==> config.mk <==
export PLATFORM = sky130hd
export DESIGN_NAME = pwm_spread
export DESIGN_NICKNAME = d
export VERILOG_FILES = /design/src/rtl/pwm_spread_pkg.sv /design/src/rtl/pwm_cfg_decode.sv /design/src/rtl/pwm_frame_ctr.sv /design/src/rtl/pwm_slot_cmp.sv /design/src/rtl/pwm_spread.sv
export SDC_FILE = /design/constraint.sdc
export NUM_CORES = 1
export LEC_CHECK = 0
export BUFFER_PORTS_ARGS = -buffer_cell sky130_fd_sc_hd__buf_2
export CORE_MARGIN = 5
export CORE_UTILIZATION = 43
export DETAILED_ROUTE_END_ITERATION = 10
export PLACE_DENSITY = 0.7
export SLEW_MARGIN = 20
export SYNTH_ARGS = -nofsm -noshare
export SYNTH_HDL_FRONTEND = slang
export SYNTH_SLANG_ARGS = --single-unit
==> constraint.sdc <==
create_clock -name clk -period 10.69 [get_ports clk]
set_input_delay 1.069 -clock clk [delete_from_list [all_inputs] [get_ports clk]]
set_output_delay 1.069 -clock clk [all_outputs]
set_load 0.05 [all_outputs]
==> src/rtl/pwm_spread_pkg.sv <==
package pwm_spread_pkg;
  localparam int CNT_W   = 12;  // widest frame counter
  localparam int RES_W   = 4;   // resolution input width
  localparam int MIN_RES = 7;
  localparam int MAX_RES = 12;
  localparam int SHIFT_W = 3;   // log2 of slot count
  localparam int LOG_S4  = 2;
  localparam int LOG_S32 = 5;

  typedef struct packed {
    logic [RES_W-1:0]   res;    // effective resolution
    logic [CNT_W:0]     duty;   // saturated to frame length
    logic [SHIFT_W-1:0] shift;  // log2 of slot count
    logic               inv;
  } cfg_t;
endpackage

==> src/rtl/pwm_cfg_decode.sv <==
module pwm_cfg_decode
  import pwm_spread_pkg::*;
(
  input  logic [RES_W-1:0] res_in,
  input  logic [CNT_W-1:0] duty_in,
  input  logic             sel4,
  input  logic             sel32,
  input  logic             inv_in,
  output cfg_t             cfg
);
  localparam logic [RES_W-1:0] RES_LO = RES_W'(MIN_RES);
  localparam logic [RES_W-1:0] RES_HI = RES_W'(MAX_RES);

  logic [RES_W-1:0] res_eff;
  logic [CNT_W:0]   frame_len;
  logic [CNT_W:0]   duty_x;

  always_comb begin
    if (res_in < RES_LO)      res_eff = RES_LO;
    else if (res_in > RES_HI) res_eff = RES_HI;
    else                      res_eff = res_in;
  end

  assign frame_len = (CNT_W+1)'(1) << res_eff;
  assign duty_x    = {1'b0, duty_in};

  always_comb begin
    cfg.res  = res_eff;
    cfg.inv  = inv_in;
    cfg.duty = (duty_x >= frame_len) ? frame_len : duty_x;
    if (sel4)
      cfg.shift = SHIFT_W'(LOG_S4);
    else if (sel32 && res_eff == RES_HI)
      cfg.shift = SHIFT_W'(LOG_S32);
    else
      cfg.shift = '0;
  end
endmodule

==> src/rtl/pwm_frame_ctr.sv <==
module pwm_frame_ctr
  import pwm_spread_pkg::*;
(
  input  logic             clk,
  input  logic             rst_n,
  input  logic             enable,
  input  cfg_t             cfg_in,
  output logic             run_q,
  output logic [CNT_W-1:0] cnt_q,
  output cfg_t             cfg_q
);
  logic             run_d;
  logic [CNT_W-1:0] cnt_d;
  cfg_t             cfg_d;
  logic [CNT_W:0]   last_x;
  logic             at_last;
  logic             load_en;

  assign last_x  = ((CNT_W+1)'(1) << cfg_q.res) - (CNT_W+1)'(1);
  assign at_last = ({1'b0, cnt_q} == last_x);
  assign load_en = !enable || !run_q || at_last;

  always_comb begin
    run_d = enable;
    cnt_d = cnt_q;
    if (!enable || !run_q)
      cnt_d = '0;
    else if (at_last)
      cnt_d = '0;
    else
      cnt_d = cnt_q + CNT_W'(1);
    cfg_d = load_en ? cfg_in : cfg_q;
  end

  always_ff @(posedge clk or negedge rst_n) begin
    if (!rst_n) begin
      run_q <= 1'b0;
      cnt_q <= '0;
      cfg_q <= '0;
    end else begin
      run_q <= run_d;
      cnt_q <= cnt_d;
      cfg_q <= cfg_d;
    end
  end
endmodule

==> src/rtl/pwm_slot_cmp.sv <==
module pwm_slot_cmp
  import pwm_spread_pkg::*;
(
  input  logic [CNT_W-1:0] cnt,
  input  cfg_t             cfg,
  output logic             active
);
  localparam int XW = CNT_W + 1;

  logic [RES_W-1:0] seg_bits;
  logic [XW-1:0]    cnt_x, slot_idx, pos, seg_mask;
  logic [XW-1:0]    base, rem, rem_mask, share;

  always_comb begin
    seg_bits = cfg.res - RES_W'(cfg.shift);
    cnt_x    = {1'b0, cnt};
    seg_mask = (XW'(1) << seg_bits) - XW'(1);
    slot_idx = cnt_x >> seg_bits;
    pos      = cnt_x & seg_mask;
    rem_mask = (XW'(1) << cfg.shift) - XW'(1);
    base     = cfg.duty >> cfg.shift;
    rem      = cfg.duty & rem_mask;
    share    = base + XW'(slot_idx < rem);
    active   = pos < share;
  end
endmodule

==> src/rtl/pwm_spread.sv <==
module pwm_spread
  import pwm_spread_pkg::*;
(
  input  logic             clk,
  input  logic             rst_n,
  input  logic             enable,
  input  logic             invert,
  input  logic             spread4,
  input  logic             spread32,
  input  logic [RES_W-1:0] res_bits,
  input  logic [CNT_W-1:0] duty,
  output logic             pwm_out
);
  cfg_t             cfg_live;
  cfg_t             cfg_q;
  logic             run_q;
  logic [CNT_W-1:0] cnt_q;
  logic             active;

  pwm_cfg_decode u_dec (
    .res_in (res_bits),
    .duty_in(duty),
    .sel4   (spread4),
    .sel32  (spread32),
    .inv_in (invert),
    .cfg    (cfg_live)
  );

  pwm_frame_ctr u_ctr (
    .clk   (clk),
    .rst_n (rst_n),
    .enable(enable),
    .cfg_in(cfg_live),
    .run_q (run_q),
    .cnt_q (cnt_q),
    .cfg_q (cfg_q)
  );

  pwm_slot_cmp u_cmp (
    .cnt   (cnt_q),
    .cfg   (cfg_q),
    .active(active)
  );

  assign pwm_out = run_q ? (active ^ cfg_q.inv) : cfg_q.inv;
endmodule

## Word level (Yosys, flattened, before mapping)

Cells that the tools add are included.

- Flip-flop bits (word level): 34
- Input port bits: 22
- Output and inout port bits: 1
- Word-level logic and storage cells: 41

- $add $sub $neg: 6
- Magnitude comparators: 5
- Equality and inequality tests: 2
- Shifts and indexed selects: 6
- Mux-type cells: 8
- Bitwise logic cells: 3
- Reduce and logical (&&, ||, !) cells: 5

Operators by type and width:

| cell | count |
|---|---|
| << shifter 1 x 4 -> 13 bit (first input constant) | 3 |
| subtractor 13 x 2 -> 13 bit (second input constant) | 3 |
| < comparator 13 bit | 2 |
| two-way mux 12 bit | 2 |
| adder 13 x 1 -> 13 bit | 1 |
| bitwise AND 12 x 13 -> 13 bit | 1 |
| bitwise AND 13 bit | 1 |
| equality test 12 x 13 -> 1 bit | 1 |
| greater-or-equal comparator 12 x 13 -> 1 bit | 1 |
| two-way mux 13 bit | 1 |
| << shifter 1 x 3 -> 13 bit (first input constant) | 1 |
| >> shifter 12 x 4 -> 13 bit | 1 |
| >> shifter 13 x 3 -> 13 bit | 1 |
| adder 12 x 1 -> 12 bit (second input constant) | 1 |
| two-way mux 4 bit | 2 |
| two-way mux 3 bit | 2 |
| equality test 4 bit (second input constant) | 1 |
| greater-than comparator 4 bit (second input constant) | 1 |
| < comparator 4 x 3 -> 1 bit (second input constant) | 1 |
| subtractor 4 x 3 -> 4 bit | 1 |
| logical NOT 1 bit | 2 |
| logical OR 1 bit | 2 |
| logical AND 1 bit | 1 |
| two-way mux 1 bit | 1 |
| bitwise XOR 1 bit | 1 |

## Logic depth before layout (Yosys ltp)

Gate-level depths: netlist of the first run.

- Depth after elaboration: 8
- Gate-level depth with buffers: 33
- Depth with buffers taken out: 30

## Modules after synthesis

From an unflattened synthesis of the first run, not the netlist that was laid out.

- Cells, all modules: 532
- Area, all modules: 4555.6 µm²

Modules (own cells, without submodules):

| module | times used | cells an instance | area an instance (µm²) | sequential area each (µm²) |
|---|---|---|---|---|
| pwm_slot_cmp | 1 | 290 | 2108.3 | 0.0 |
| pwm_frame_ctr | 1 | 172 | 1920.6 | 850.8 |
| pwm_cfg_decode | 1 | 68 | 514.2 | 0.0 |
| pwm_spread | 1 | 2 | 12.5 | 0.0 |

## Least setup slack after synthesis of the first run

No wires, ideal clock.

- Kind: flip-flop to output port
- Start: register u_ctr.cfg_q[2] (netlist name)
- End: output port pwm_out
- Arrival time: 6.549 ns
- Setup slack: 3.072 ns
- Cell stages (with the launch flop): 31
- Path buffers: 5
- Cell sequence: dfrtp_1 > buf_2 > buf_2 > clkbuf_1 > inv_1 > fa_1 > clkbuf_1 > clkbuf_1 > mux4_2 > nor2_1 > a211oi_1 > ha_1 > a21oi_1 > nor2b_1 > o21ai_0 > nand2b_1 > a21oi_1 > o21ai_0 > nor3_1 > ha_1 > ha_1 > o21ai_0 > or2_2 > xor2_1 > ha_1 > a21o_1 > a21o_1 > a21oi_1 > o21ai_0 > o22ai_1 > xor2_1

- Longest elaborated chain between the ends: 8
- Elaborated cells between the ends (all ways): 14

Ends and longest elaborated chain:

| what | line | RTL |
|---|---|---|
| << shifter 1 x 3 -> 13 bit | pwm_slot_cmp.sv:20 | `rem_mask = (XW'(1) << cfg.shift) - XW'(1);` |
| subtractor 13 x 2 -> 13 bit | pwm_slot_cmp.sv:20 |  |
| bitwise AND 13 bit | pwm_slot_cmp.sv:22 | `rem = cfg.duty & rem_mask;` |
| < comparator 13 bit | pwm_slot_cmp.sv:23 | `share = base + XW'(slot_idx < rem);` |
| adder 13 x 1 -> 13 bit | pwm_slot_cmp.sv:23 |  |
| < comparator 13 bit (*) | pwm_slot_cmp.sv:24 | `active = pos < share;` |
| bitwise XOR 1 bit (*) | pwm_spread.sv:45 | `assign pwm_out = run_q ? (active ^ cfg_q.inv) : cfg_q.inv;` |
| two-way mux 1 bit (*) | pwm_spread.sv:45 |  |
| to (decl) | pwm_spread.sv:12 | `output logic pwm_out` |

Mark *: on every way between the ends. The rest lies on a longest branch, timed or not.

## Final worst setup path of the first run

- Start: register u_ctr.cfg_q[1] (netlist name)
- End: output port pwm_out

- Longest elaborated chain between the ends: 8
- Elaborated cells between the ends (all ways): 14

Ends and longest elaborated chain:

| what | line |
|---|---|
| << shifter 1 x 3 -> 13 bit | pwm_slot_cmp.sv:20 |
| subtractor 13 x 2 -> 13 bit | pwm_slot_cmp.sv:20 |
| bitwise AND 13 bit | pwm_slot_cmp.sv:22 |
| < comparator 13 bit | pwm_slot_cmp.sv:23 |
| adder 13 x 1 -> 13 bit | pwm_slot_cmp.sv:23 |
| < comparator 13 bit (*) | pwm_slot_cmp.sv:24 |
| bitwise XOR 1 bit (*) | pwm_spread.sv:45 |
| two-way mux 1 bit (*) | pwm_spread.sv:45 |

Marks and branches as above.

==> results of run 1 <==
==> flip-flops by register name, summed over array words and instances, names as in the netlist <==
| register | flops |
|---|---|
| u_ctr.cnt_q | 12 |
| u_ctr.run_q | 1 |
| u_ctr.cfg_q | 20 |
==> layer usage <==
| layer | GRT usage [%] | vias to the layer above | share of wire, % |
|---|---|---|---|
| met5 | 0 | - | 0 |
| met4 | 6.12 | 0 | 2.5 |
| met3 | 1.69 | 18 | 4.7 |
| met2 | 28.0 | 102 | 47 |
| met1 | 23.1 | 1717 | 46 |
| li1 | - | 1792 | - |
==> layout by cell type, fill, tap and decap left out, drive strengths merged, types with 6 or more instances in the layout <==
cell | Yosys | routed
mux2 | 13 | 13
inv | 24 | 24
mux4 | 9 | 9
ha | 42 | 42
nor2 | 30 | 30
mux2i | 21 | 21
dfrtp | 33 | 33
buf | 10 | 26
nor3 | 12 | 12
a21o | 11 | 11
xnor2 | 18 | 18
a21oi | 30 | 30
xor2 | 12 | 12
nor2b | 11 | 11
and2 | 18 | 18
o21ai | 30 | 30
nand3 | 27 | 27
conb | 2 | 12
and3 | 6 | 6
nand2 | 52 | 52
==> worst max path at each step <==
stage	endpoint	depth (start not counted)
after floorplan	pwm_out	30
after global placement	pwm_out	27
after detailed placement	pwm_out	27
after CTS	pwm_out	27
after global routing	pwm_out	27
final	pwm_out	27
==> cells by family (layout without fill, tap and decap cells) <==
group / after synthesis / count (layout) / synth area share [%]
compound gates: 111 / 111 / 17.3
xor+xnor: 30 / 30 / 6.49
fa+ha+maj: 43 / 43 / 13.5
buf+inv: 60 / 58 / 6.09
flops: 33 / 33 / 20.4
mux: 43 / 43 / 14.4
other cells: 2 / 12 / 0.185
simple gates: 179 / 179 / 21.7
==> worst max-delay path: cells and delay by family, from the launching register on <==
kind / cells / cell delay, ps
xor gates and xnor gates: 2 / 340
and+or+nand+nor: 5 / 770
AOI/OAI and AO/OA: 11 / 1550
adders and majority gates: 6 / 2340
muxes: 1 / 620
buffers and inverters: 2 / 340
DFF: 1 / 780
==> power by group <==
part	leakage [nW]	switching (mW)	internal (mW)	total (mW)
Clock	0.0439	0.0527	0.0450	0.0977
Sequential	0.425	0.0154	0.132	0.148
Combinational	1.47	0.0946	0.0687	0.163
==> layout make-up <==
class / count / area [um^2] / area share (%)
Inverter: 24 / 90.1 / 2.08
Clock buffer: 5 / 68.8 / 1.59
Tap cell: 111 / 139 / 3.21
Sequential cell: 33 / 826 / 19.1
Multi-Input combinational cell: 418 / 3030 / 70.0
Timing Repair Buffer: 26 / 160 / 3.70
Clock inverter: 3 / 17.5 / 0.404
==> metrics by stage <==
stage,std cells,total power [mW]
floorplan,511,0.273
global route,620,0.438
global placement,611,0.305
finish,620,0.409
CTS,619,0.410
detailed placement,611,0.311
==> impl_metrics.py, run 1 <==
metrics = {
    "sta": {
        "setup-tns-final_ps": 0,
        "fmax_mhz": 123,
        "worst_slack_ps": 2570,
        "worst_pin_slew_ps": 953,
        "relSlewSlack_pct": 36.0,
        "setup_viol": 0,
        "finClkSkew_ps": 12.1,
        "rsz0062_at_grt": "no",
        "period_needed_ps": 8120,
        "maxSlewViolCount": 0,
        "period_share_pct": 76.0,
        "final-hold-violation-count": 0,
        "whs_ps": 513,
    },
    "cts": {
        "clk_pin_slew_worst_paths_ps": 80,
        "cts-resized-gates": 0,
        "cts_setup_buffers": 0,
        "clk_path_buf_depth": 2,
        "cts_made_buffers": 5,
        "clock_latency_ps": 300,
        "cts-root-buf": "clkbuf_8",
        "cts_tree": "built",
        "cts.sinks": 33,
        "holdBufCountCts": 0,
        "h-tree-depth": 2,
    },
    "route": {
        "detail-route-antenna-nets": 0,
        "drt_wl_total_um": 9670,
        "routed_via_density": 5.85,
        "route.detailed.drc": 0,
        "drt_pass1_iterations": 5,
        "vias": 3629,
        "wl_per_cell_um": 15.6,
        "first_iter_violations": 333,
    },
    "synthesis": {
        "synth_edf_count": 0,
        "ys_seq_area_share_pct": 20.4,
        "synth_area_leaders": "dfrtp_1, ha_1, mux2i_1, mux4_2, nand2_1",
        "synthDistinctLibCells": 57,
        "syn_area_um2": 4050,
        "yosysTopAreaCell": "dfrtp_1",
        "synth_most_common_cell": "nand2_1",
        "ys_seq_elements": 33,
        "async_flop_share_pct": 100,
        "yosys_warnings": 0,
        "synth_area_per_cell_um2": 8.08,
        "synth_top_cell_area_share_pct": 20.4,
        "syn-instance-count": 501,
        "yosys-top-cells-count": "nand2_1, ha_1, dfrtp_1",
        "synthFlopType": "dfrtp_1",
    },
    "flow_run": {
        "maxCapViolCount": 0,
    },
    "floorplanning": {
        "die_w_um": 107,
        "initial_utilization_pct": 44.0,
        "fp-row-count": 35,
        "pin_count": 23,
        "coreArea_um2": 9200,
        "dieHeight_um": 107,
        "dieArea_um2": 11500,
    },
    "setup_path": {
        "critical_path_class": "flip-flop to primary output",
        "r2r-start": "u_ctr.cfg_q[20]$_DFFE_PN0P_",
        "r2r_slack_ps": 6860,
        "path_max_fanout": 26,
        "worstPathArrival_ps": 7050,
        "endpoint_kind": "primary output",
        "cp_slowest_cell": "fa_1",
        "reg2reg_to": "u_ctr.cfg_q[15]$_DFFE_PN0P_",
        "path_common_cell": "ha_1",
        "ff2ff_path_depth": 11,
        "max_stage_delay_ps": 1100,
        "worstSetupStartpoint": "u_ctr.cfg_q[1]$_DFFE_PN0P_",
        "worstSetupStartpointType": "flip-flop",
        "cp.required_ps": 9620,
    },
    "power_and_ir_drop": {
        "max-vdd-ir-drop_v": 0.0000931,
        "power_density_nw_per_um2": 94.4,
        "p_leak_nw": 1.93,
    },
    "finish": {
        "design_area_um2": 4330,
        "antenna_cells": 0,
        "fillers": 874,
        "layout.nets": 573,
        "post-route-util_pct": 47.1,
        "drive_gt1_share_pct": 11.8,
        "syn2layout_area_growth_pct": 6.95,
    },
    "global_routing": {
        "grt-ovfl-total": 0,
        "grt_pass1_vias": 3340,
        "grt_pass1_wl_um": 15800,
        "grt_usage_pct": 17.0,
        "grt_max_degree": 34,
        "antenna_found_initial": 0,
    },
    "placed_design": {
        "place.detailed.hpwl_um": 7370,
        "numPortBuffers": 22,
        "place_congestion": 0.902,
        "place_ws_ps": 2960,
        "dpl_cell_area_um2": 4220,
    },
    "worst_hold_path": {
        "hold_start": "u_ctr.cfg_q[0]$_DFFE_PN0P_",
        "hold_depth": 1,
        "hp-class": "flip-flop to flip-flop",
        "hold_path_end": "u_ctr.cfg_q[0]$_DFFE_PN0P_",
    },
    "outcome": {
        "outcome": "finished, final reports clean",
    },
}
No activity file was read; power rests on OpenSTA's default activity.
==> run 2: changes to the inputs <==
--- a/config.mk
+++ b/config.mk
@@ -5,11 +5,12 @@
 export SDC_FILE = /design/constraint.sdc
 export NUM_CORES = 1
 export LEC_CHECK = 0
+export ABC_AREA = 1
 export BUFFER_PORTS_ARGS = -buffer_cell sky130_fd_sc_hd__buf_2
 export CORE_MARGIN = 5
 export CORE_UTILIZATION = 43
 export DETAILED_ROUTE_END_ITERATION = 10
-export PLACE_DENSITY = 0.7
+export PLACE_DENSITY = 0.72
 export SLEW_MARGIN = 20
 export SYNTH_ARGS = -nofsm -noshare
 export SYNTH_HDL_FRONTEND = slang
==> constraint.sdc (replaced) <==
create_clock -name clk -period 6.65 [get_ports clk]
set_input_delay 0.665 -clock clk [delete_from_list [all_inputs] [get_ports clk]]
set_output_delay 0.665 -clock clk [all_outputs]
set_load 0.05 [all_outputs]
==> run 2 against run 1 <==
Effect of this change: wire length grew 7.7%; core utilization increased by 1.1 points; clock skew decreased by 4.6 ps; power increased by 81%; count of clock-buffer cells in the layout did not move; design area up 0.92%; first-iteration DRC count fell by 22%; non-clock buffer count rose by 8; die area is 2.6% lower; critical path depth grew 4; largest power group unchanged.
==> impl_metrics.py, run 2 <==
metrics = {
    "outcome": {
        "outcome": "finished, final reports clean",
    },
    "setup_path": {
        "ff2ff_path_depth": 12,
        "reg2reg_to": "u_ctr.cfg_q[17]$_DFFE_PN0P_",
        "worstPathArrival_ps": 5530,
        "critical_path_class": "flip-flop to primary output",
        "max_stage_delay_ps": 660,
        "endpoint_kind": "primary output",
        "worstSetupStartpointType": "flip-flop",
        "r2r_slack_ps": 3830,
        "cp_slowest_cell": "fa_2",
        "cp.required_ps": 5980,
        "path_max_fanout": 8,
        "path_common_cell": "nand2_1",
        "critPathTopFamily": "adder cells",
        "crit_buf_inv": 6,
        "r2r-start": "u_ctr.cfg_q[18]$_DFFE_PN0P_",
    },
    "power_and_ir_drop": {
        "max-vdd-ir-drop_v": 0.0000889,
        "p_switching_mw": 0.300,
        "comb_power_share_pct": 41.9,
        "power_density_nw_per_um2": 169,
        "p_int_mw": 0.440,
        "seqPwrFrac_pct": 31.5,
        "p_sw_share_pct": 40.6,
        "p_leak_nw": 2.15,
        "power_frac_clock_pct": 26.6,
        "power.total_mw": 0.740,
    },
    "sta": {
        "period_share_pct": 93.2,
        "maxSlewViolCount": 0,
        "period_needed_ps": 6200,
        "setup_viol": 0,
        "final-hold-violation-count": 0,
        "finClkSkew_ps": 7.49,
        "relSlewSlack_pct": 50.6,
        "worst_pin_slew_ps": 742,
        "fmax_mhz": 161,
        "worst_slack_ps": 450,
    },
    "finish": {
        "post-route-util_pct": 48.2,
        "reg_top3": "u_ctr.cfg_q x20, u_ctr.cnt_q x12, u_ctr.run_q x1",
        "antenna_cells": 0,
        "drive_gt1_share_pct": 10.2,
        "largest_reg_flops": 20,
        "layout.nets": 713,
        "layout_commonest_cell": "nand2_1",
        "syn2layout_area_growth_pct": 11.1,
        "most-common-layout-cells": "nand2_1, inv_1, nor2_1",
        "regMostFlops": "u_ctr.cfg_q",
    },
    "synthesis": {
        "synth_most_common_cell": "nand2_1",
        "syn-instance-count": 612,
        "synth_edf_count": 0,
        "ys_seq_elements": 33,
        "async_flop_share_pct": 100,
        "synth_top_cell_area_share_pct": 21.0,
        "synth_area_per_cell_um2": 6.43,
        "syn_area_um2": 3940,
        "synth_area_leaders": "dfrtp_1, nand2_1, ha_1, nand3_1, inv_1",
        "yosysTopAreaCell": "dfrtp_1",
        "ys_seq_area_share_pct": 21.0,
        "synthFlopType": "dfrtp_1",
        "yosys-top-cells-count": "nand2_1, inv_1, nor2_1",
        "synthDistinctLibCells": 44,
        "yosys_warnings": 0,
    },
    "route": {
        "drt_wl_total_um": 10400,
        "first_iter_violations": 260,
        "detail-route-antenna-nets": 0,
        "wl_per_cell_um": 13.7,
        "drt_pass1_iterations": 5,
        "route.detailed.drc": 0,
        "routed_via_density": 5.36,
        "vias": 4074,
    },
    "floorplanning": {
        "coreArea_um2": 9060,
        "initial_utilization_pct": 43.4,
        "pin_count": 23,
        "die_w_um": 106,
        "dieArea_um2": 11200,
        "dieHeight_um": 106,
        "fp-row-count": 35,
    },
    "cts": {
        "clk_path_buf_depth": 2,
        "h-tree-depth": 2,
        "clock_latency_ps": 290,
        "cts_made_buffers": 5,
        "cts.sinks": 33,
        "cts-root-buf": "clkbuf_8",
        "cts_tree": "built",
        "clk_pin_slew_worst_paths_ps": 70,
        "holdBufCountCts": 0,
    },
    "placed_design": {
        "place_ws_ps": 354,
        "place.detailed.hpwl_um": 8320,
        "numPortBuffers": 22,
        "place_congestion": 0.988,
    },
    "global_routing": {
        "grt_max_degree": 43,
        "grt_usage_pct": 19.0,
        "grt_pass1_wl_um": 17600,
        "antenna_found_initial": 0,
        "grt_pass1_vias": 3845,
        "grt-ovfl-total": 0,
    },
    "flow_run": {
        "maxCapViolCount": 0,
    },
    "worst_hold_path": {
        "hp-class": "primary input to asynchronous set/reset pin",
    },
}
run 2: cell types whose count changed in the layout (fill, tap and decap cells not counted), sizes merged, moves of 18 or more:
cell / delta
and2: -18
nand2: +108
nand3: +31
mux2i: -20
inv: +48
nor2: +44
run 2: power by group through the flow:
stage	Combinational, mW	Sequential (mW)	Clock [mW]
after floorplan	0.220	0.229	0
after global placement	0.276	0.236	0
after detailed placement	0.282	0.237	0
after CTS	0.283	0.232	0.200
after global routing	0.351	0.235	0.205
final	0.310	0.233	0.197
run 2: cell type report:
| type | count | area [um^2] |
|---|---|---|
| repair buffers | 34 | 203 |
| well taps | 111 | 139 |
| clock inverters | 3 | 46.3 |
| flip-flops and latches | 33 | 827 |
| fillers | 931 | 4690 |
| multi-input cells | 498 | 2800 |
| inverters | 76 | 293 |
| clock buffers | 5 | 68.8 |
run 2: cells by family after synthesis:
| kind of cell | after synthesis | synth area share [%] |
|---|---|---|
| other cells | 2 | 0.191 |
| flops | 33 | 21.0 |
| compound gates | 94 | 13.5 |
| mux | 1 | 0.254 |
| fa+ha+maj | 43 | 13.9 |
| xor+xnor | 26 | 5.79 |
| buf+inv | 91 | 9.60 |
| simple gates | 322 | 35.8 |
run 2: metal layers:
| metal | global-route usage [%] | vias up | wire length, um |
|---|---|---|---|
| li1 | - | 2081 | - |
| met1 | 24.7 | 1852 | 4700 |
| met2 | 32.3 | 119 | 4890 |
| met3 | 1.16 | 22 | 407 |
| met4 | 8.79 | 0 | 416 |
| met5 | 0 | - | 0 |
run 2: stage by stage:
step | instance area (um^2) | hold slack, ps | instances | TNS (ps)
global placement | 4160 | 525 | 744 | 0
finish | 4370 | 434 | 760 | 0
floorplan | 3970 | 369 | 622 | 0
detailed placement | 4160 | 534 | 744 | 0
global route | 4370 | 491 | 760 | -33.0
CTS | 4270 | 461 | 752 | 0
run 2: worst max-delay path by stage:
stage	to	cells past startpoint	slack [ps]	from
floorplan	pwm_out	32	970	u_ctr.cfg_q[1]$_DFFE_PN0P_
global placement	pwm_out	29	490	u_ctr.cfg_q[2]$_DFFE_PN0P_
finish	pwm_out	31	450	u_ctr.cfg_q[17]$_DFFE_PN0P_
detailed placement	pwm_out	29	350	u_ctr.cfg_q[2]$_DFFE_PN0P_
CTS	pwm_out	29	10	u_ctr.cfg_q[2]$_DFFE_PN0P_
global route	pwm_out	32	-30	u_ctr.cfg_q[17]$_DFFE_PN0P_
run 2: worst register-to-register path, delay by kind of cell (launching register included):
family	cells	cell delay, ps
AO/OA/AOI/OAI	1	100
XOR/XNOR	1	220
adder cells (fa/ha/maj)	1	270
AND/OR/NAND/NOR	9	1660
flip-flops	1	480
run 2: what timing repair did:
action / in CTS / in global routing
resized for setup: 0 / 14
buffers inserted: 0 / 8
endpoints found under the setup margin: 0 / 1
